--- src/rtl/prot_chk_pkg.sv ---
`timescale 1ns/1ps
package prot_chk_pkg;
  parameter int unsigned N_RULES = 20;
  parameter int unsigned N_PORTS = 10;
  parameter int unsigned ADDR_W  = 32;
  parameter int unsigned PAGE_W  = 12;
  parameter int unsigned ID_W    = 12;
  parameter int unsigned SEC_W   = 2;
  parameter int unsigned DATA_W  = 32;
  localparam int unsigned RSEL_W = $clog2(N_RULES);
  localparam int unsigned PORT_W = $clog2(N_PORTS);
  localparam int unsigned ATTR_W = SEC_W + 2 + N_PORTS;

  typedef struct packed {
    logic [PAGE_W-1:0]  hi_pg;
    logic [PAGE_W-1:0]  lo_pg;
    logic [ID_W-1:0]    hi_id;
    logic [ID_W-1:0]    lo_id;
    logic               result;
    logic [N_PORTS-1:0] pmask;
    logic               valid;
    logic [SEC_W-1:0]   sec;
  } rule_t;

  typedef enum logic [2:0] {
    SEL_CMD  = 3'd0,
    SEL_WIN  = 3'd1,
    SEL_IDR  = 3'd2,
    SEL_ATTR = 3'd3,
    SEL_DFLT = 3'd4
  } cfg_sel_e;
endpackage

--- src/rtl/prot_rule_regs.sv ---
`timescale 1ns/1ps
module prot_rule_regs
  import prot_chk_pkg::*;
(
  input  logic                      clk_i,
  input  logic                      rst_ni,
  input  logic                      cfg_we_i,
  input  logic [2:0]                cfg_sel_i,
  input  logic [DATA_W-1:0]         cfg_wdata_i,
  output logic [DATA_W-1:0]         cfg_rdata_o,
  output rule_t [N_RULES-1:0]       rules_o,
  output logic [N_PORTS-1:0]        dflt_o
);
  localparam logic [RSEL_W-1:0] LAST_RULE = RSEL_W'(N_RULES - 1);

  rule_t              stage_q;
  rule_t              load_rule;
  logic [RSEL_W-1:0]  sel_q;
  logic [N_PORTS-1:0] dflt_q;
  logic [RSEL_W-1:0]  rnum;
  logic               cmd_wr, in_rng, do_commit, do_load;
  logic               unused_wdata;

  assign rnum      = cfg_wdata_i[RSEL_W-1:0];
  assign in_rng    = rnum <= LAST_RULE;
  assign cmd_wr    = cfg_we_i && (cfg_sel_i == SEL_CMD);
  assign do_commit = cmd_wr && in_rng && cfg_wdata_i[RSEL_W];
  assign do_load   = cmd_wr && in_rng && !cfg_wdata_i[RSEL_W] && cfg_wdata_i[RSEL_W+1];
  assign unused_wdata = ^cfg_wdata_i[DATA_W-1:2*PAGE_W];

  for (genvar g = 0; g < N_RULES; g++) begin : g_rule
    always_ff @(posedge clk_i or negedge rst_ni) begin
      if (!rst_ni)                                    rules_o[g] <= '0;
      else if (do_commit && rnum == RSEL_W'(g))       rules_o[g] <= stage_q;
    end
  end

  always_comb begin
    load_rule = '0;
    for (int i = 0; i < N_RULES; i++)
      if (rnum == RSEL_W'(i)) load_rule = rules_o[i];
  end

  always_ff @(posedge clk_i or negedge rst_ni) begin
    if (!rst_ni) begin
      stage_q <= '0;
      sel_q   <= '0;
      dflt_q  <= '0;
    end else if (cfg_we_i) begin
      case (cfg_sel_e'(cfg_sel_i))
        SEL_CMD: begin
          sel_q <= rnum;
          if (do_load) stage_q <= load_rule;
        end
        SEL_WIN: begin
          stage_q.lo_pg <= cfg_wdata_i[PAGE_W-1:0];
          stage_q.hi_pg <= cfg_wdata_i[2*PAGE_W-1:PAGE_W];
        end
        SEL_IDR: begin
          stage_q.lo_id <= cfg_wdata_i[ID_W-1:0];
          stage_q.hi_id <= cfg_wdata_i[2*ID_W-1:ID_W];
        end
        SEL_ATTR: begin
          stage_q.sec    <= cfg_wdata_i[SEC_W-1:0];
          stage_q.valid  <= cfg_wdata_i[SEC_W];
          stage_q.pmask  <= cfg_wdata_i[SEC_W+1 +: N_PORTS];
          stage_q.result <= cfg_wdata_i[SEC_W+1+N_PORTS];
        end
        SEL_DFLT: dflt_q <= cfg_wdata_i[N_PORTS-1:0];
        default: ;
      endcase
    end
  end

  always_comb begin
    cfg_rdata_o = '0;
    case (cfg_sel_e'(cfg_sel_i))
      SEL_CMD:  cfg_rdata_o[RSEL_W-1:0]   = sel_q;
      SEL_WIN:  cfg_rdata_o[2*PAGE_W-1:0] = {stage_q.hi_pg, stage_q.lo_pg};
      SEL_IDR:  cfg_rdata_o[2*ID_W-1:0]   = {stage_q.hi_id, stage_q.lo_id};
      SEL_ATTR: cfg_rdata_o[ATTR_W-1:0]   = {stage_q.result, stage_q.pmask,
                                              stage_q.valid, stage_q.sec};
      SEL_DFLT: cfg_rdata_o[N_PORTS-1:0]  = dflt_q;
      default: ;
    endcase
  end

  assign dflt_o = dflt_q;
endmodule

--- config.mk ---
export PLATFORM = sky130hd
export DESIGN_NAME = prot_rule_regs
export DESIGN_NICKNAME = d
export VERILOG_FILES = /design/src/rtl/prot_chk_pkg.sv /design/src/rtl/prot_rule_regs.sv
export SDC_FILE = /design/constraint.sdc
export NUM_CORES = 2
export LEC_CHECK = 0
export BUFFER_PORTS_ARGS = -buffer_cell sky130_fd_sc_hd__clkbuf_2
export CAP_MARGIN = 20
export CORE_AREA = 2 2 507 509
export DETAILED_ROUTE_END_ITERATION = 10
export DIE_AREA = 0 0 509 511
export SYNTH_ARGS = -nofsm -noshare
export SYNTH_HDL_FRONTEND = slang
export SYNTH_SLANG_ARGS = --single-unit
--- constraint.sdc ---
create_clock -name clk_i -period 2.15 [get_ports clk_i]
set_input_delay 0.1075 -clock clk_i [delete_from_list [all_inputs] [get_ports clk_i]]
set_output_delay 0.1075 -clock clk_i [all_outputs]
set_load 0.05 [all_outputs]
After elaboration in Yosys (flattened, before gate mapping). Cells that the tools add are included. W data, S select, Z words.

Register bits: 1317. Bits in latches: 0. Bits in writable memories: 0. Memory bits (read-only): 0. Bits of input ports: 38. Output and inout bits: 1282. Word-level logic and storage cells: 259. Memories kept: 0.

Add/sub/neg operators: 0. Multiply operators: 0. Divide/modulo/power cells: 0. Order comparisons: 1. Eq/ne operators: 24. Shift-type cells: 0. Mux-type cells: 28. Bitwise gates (word level): 0. Reductions and logical operators: 36.

Operators by type and width (number): $mux W62 (21); $pmux W24 S2 (2); $eq A5 B4 Y1 const B (8); $pmux W14 S2 (1); $logic_and A1 B1 Y1 (25); $pmux W5 S5 (1); $eq A5 B3 Y1 const B (4); $eq A5 B5 Y1 const B (4); $pmux W10 S2 (1); $pmux W5 S4 (1); $pmux W4 S3 (1); $eq A5 B2 Y1 const B (2); $reduce_and A3 Y1 (3); $eq A3 B2 Y1 const B (2); $reduce_bool A2 Y1 (3); $eq A5 B1 Y1 const B (1); $le A5 B5 Y1 const B (1); $logic_not A5 Y1 (1); $reduce_and A2 Y1 (2); $eq A3 B1 Y1 const B (1); $eq A3 B3 Y1 const B (1); $logic_not A3 Y1 (1); $ne A2 B2 Y1 const B (1); $logic_not A1 Y1 (1).

Longest topological paths before layout.
Word-level depth: 23. Depth in mapped cells: 11. Mapped depth without buffers: 7.

Least setup slack after synthesis. OpenSTA, ideal clock, no wires.

Kind: input-to-output. Start point: in cfg_sel_i[1]. End point: out cfg_rdata_o[4]. Data arrival time: 2.478 ns. Required time: 2.043 ns. Slack: -0.436 ns. Cell stages on the path: 6. Buffers on the path: 3. Path through: clkbuf_1 clkbuf_1 buf_1 mux4_2 inv_1 o21ai_0.

Cells in the longest elaborated chain, start to end: 2. Elaborated cells on any way between the ends: 6. Those cells by class: eq/ne (4); mux (1); reduce/logical (1).

RTL lines: start, declared (line prot_rule_regs.sv:8) `input logic [2:0] cfg_sel_i,`; $eq A3 B3 Y1 (tied with other cells) (line prot_rule_regs.sv:77) `case (cfg_sel_e'(cfg_sel_i))`; $pmux W5 S5 * (line prot_rule_regs.sv:77); end, declared (line prot_rule_regs.sv:10) `output logic [DATA_W-1:0] cfg_rdata_o,`.

Mark *: on every way between the ends. The rest lies on a longest branch, timed or not.

Worst setup path after layout.
Start point: reg stage_q[4] (netlist name). End point: out cfg_rdata_o[4].

Cells in the longest elaborated chain, start to end: 1.

RTL lines: start, declared (line prot_rule_regs.sv:16) `rule_t stage_q;`; start signal, assigned (line prot_rule_regs.sv:53) `if (do_load) stage_q <= load_rule;`; $pmux W5 S5 (line prot_rule_regs.sv:77).

Every way passes these cells.

==> results.cfg <==
[status]
status = complete, but fails checks
violations = negative setup slack

[timing]
timing.final.ws_setup_ps = -229
hold_violations = 0
max_freq_mhz = 420
skew_ps = 66.1
drv_slew = 0
worstMarginPinSlew_ps = 1010
min_period_ps = 2380
setup_viol = 9
rsz0062_at_grt = true
min_period_over_period_pct = 111
slew_headroom_pct = 32.2

[logic_synthesis]
ys_warn_count = 0
synth.avg_cell_area_um2 = 12.2
synth_cells = 4991
synth_cell_types = 75
async_flop_share_pct = 100
ys_seq_area_share_pct = 54.1
synth_ff_type = dfrtp_1
syn_area_mm2 = 0.0609
synth_enable_flop_cells = 0
synth_seq_cells = 1317

[detailed_routing]
vias_per_cell = 5.47
drt_first_pass_iters = 8
drtAntennaViolNets = 0
vias = 57750
drt_iter0_drc = 6845
drc = 0
wl_per_cell_um = 43.6
wl_um = 460000

[power]
p_int_uw = 45700
pwr-share-clk_pct = 43.9
switching_share_pct = 32.2
pwr_density_cell_mw_per_mm2 = 781
combPwrFrac_pct = 16.3
ir_drop_mv = 0.887
p_sw_uw = 21700
leakage_uw = 0.0435
seqPwrFrac_pct = 39.8

[die]
die_w_um = 509
start_util_pct = 23.8
ios = 1320
die_area_mm2 = 0.260
rows = 186
die_h_um = 511
core_mm2 = 0.255

[clock_tree]
root_buffer = clkbuf_16
worstSkewPairLatency_ps = 890
cts_buffers = 161
cts.path.max_buffers = 3
cts_sinks = 1317
cts_tree = built
path_clk_slew_ps = 60
h-tree-depth = 4

[grt]
antenna_found_initial = 36
grt_overflow = 0
grt_pass1_wl_um = 592000
grt_pass1_vias = 56980
grt_max_degree = 105
grt_usage_pct = 34.4

[finish]
drive_gt1_share_pct = 56.5
design_area_mm2 = 0.0864
nets = 7053
mostFrequentLayoutCell = dfrtp_1
layout_common_cells = 1278 x dfrtp_1, 1273 x clkbuf_2, 1259 x mux2_2
synthToLayoutAreaGrowth_pct = 41.9
fin_cells = 10549

[placement]
port_buffers = 1303
detailedPlacementHpwl_um = 373000
placement.cell_area_mm2 = 0.0799
routabilityCongestion = 1.00
placed_cells = 10199

[job]
maxCapViolations = 0

[worst_setup_path]
crit_arrival_ps = 2270
path_class = reg -> out
crit_fanout = 2
required_ps = 2040
critPathLaunchType = flop
end_kind = primary output

[worst_hold_path]
hp-class = in -> reg
## routing by layer
metal / wire [um] / GRT usage, % / part of all wire, % / up-vias
met5: 53 / 0 / 0.012 / -
met4: 33300 / 20.2 / 7.2 / 8
met3: 44700 / 10.5 / 9.7 / 887
met2: 211000 / 55.0 / 46 / 3717
met1: 171000 / 40.4 / 37 / 30574
li1: - / - / - / 22564
## per-stage QoR
stage          total power (uW)  setup TNS, ps  worst slack [ps]  utilization [%]  hold slack, ps
4_1_cts                   67500          -2270              -271             33.8            13.3
6_report                  67500          -1030              -229             33.8            25.4
2_1_floorplan             30800           -276             -73.3                -            -188
3_5_place_dp              37800        -281980             -1350             31.3            9.56
5_1_grt                   68900          -1390              -249             33.8            32.8
3_3_place_gp              37800        -267870             -1330             31.3            14.4
## path summary, 6_finish.rpt
kind                         startpoint             end  slack, ps  cells past startpoint
setup / recovery             stage_q[4]  cfg_rdata_o[4]       -230                      4
hold reg to reg                sel_q[0]        sel_q[0]        520                      1
min in group asynchronous        rst_ni    rules_o[614]        570                      4
max in group asynchronous        rst_ni    rules_o[950]        840                      5
setup reg to reg           rules_o[258]     stage_q[10]       -120                      6
hold / removal             cfg_sel_i[0]     stage_q[16]         30                      6
## power by group through the flow
stage	registers [uW]	logic [uW]	clock network [uW]
finish	26800	11000	29600
global route	26800	11200	30900
CTS	26800	10900	29900
detailed placement	27200	10700	0
global placement	27100	10600	0
floorplan	27800	3000	0
## cells in the mapped netlist (all sizes together), types with 12 or more instances
cell type	n	area [um^2]
a22o	27	236
clkbuf	224	841
o21ai	243	1220
a21oi	329	1650
a21o	14	105
buf	267	1470
o31ai	17	128
dfrtp	1317	33000
mux2i	75	751
nor2	235	967
a22oi	104	781
nand4	18	113
mux2	1275	14400
a221oi	38	333
o22ai	141	882
nor2b	15	93.8
nand3	57	290
nand2	233	890
o2bb2ai	14	123
a221o	13	130
or3	14	87.6
o211ai	12	90.1
a31oi	30	188
o221ai	34	298
inv	15	56.3
nor3	30	150
a211oi	36	270
## flip-flops by register name, indices dropped and copies added (netlist names)
register,flops
stage_q,62
sel_q,5
rules_o,1240
dflt_o,10
## repair_timing
item | 4_1_cts | 5_1_grt
endpoints found under the setup margin | 37 | 36
endpoints found under the hold margin | 1377 | 0
pin swaps | 9 | 9
setup buffers | 6 | 4
hold buffers | 30 | 0
resized for setup | 83 | 32
## kinds of logic after synthesis
logic type,Yosys count,synth area share [%]
AOI/OAI and AO/OA,1146,11.9
and+or+nand+nor,663,4.97
other,1,0.00616
DFF,1317,54.1
buffers and inverters,507,3.90
muxes,1357,25.1
## cell type report
class | instances | area (um^2)
clock inverters | 56 | 923
clock buffers | 236 | 4790
inverters | 16 | 63.8
multi-input cells | 3174 | 26200
flip-flops and latches | 1317 | 33000
fillers | 25766 | 169000
diodes | 21 | 52.6
repair buffers | 2345 | 17100
well taps | 3384 | 4230
## worst max-delay path, cell delays in order (launching register included)
cell	delay, ps
dfrtp_2	480
mux4_2	570
inv_2	90
o21ai_2	70
buf_12	150
(Power assumes the default switching activity.)
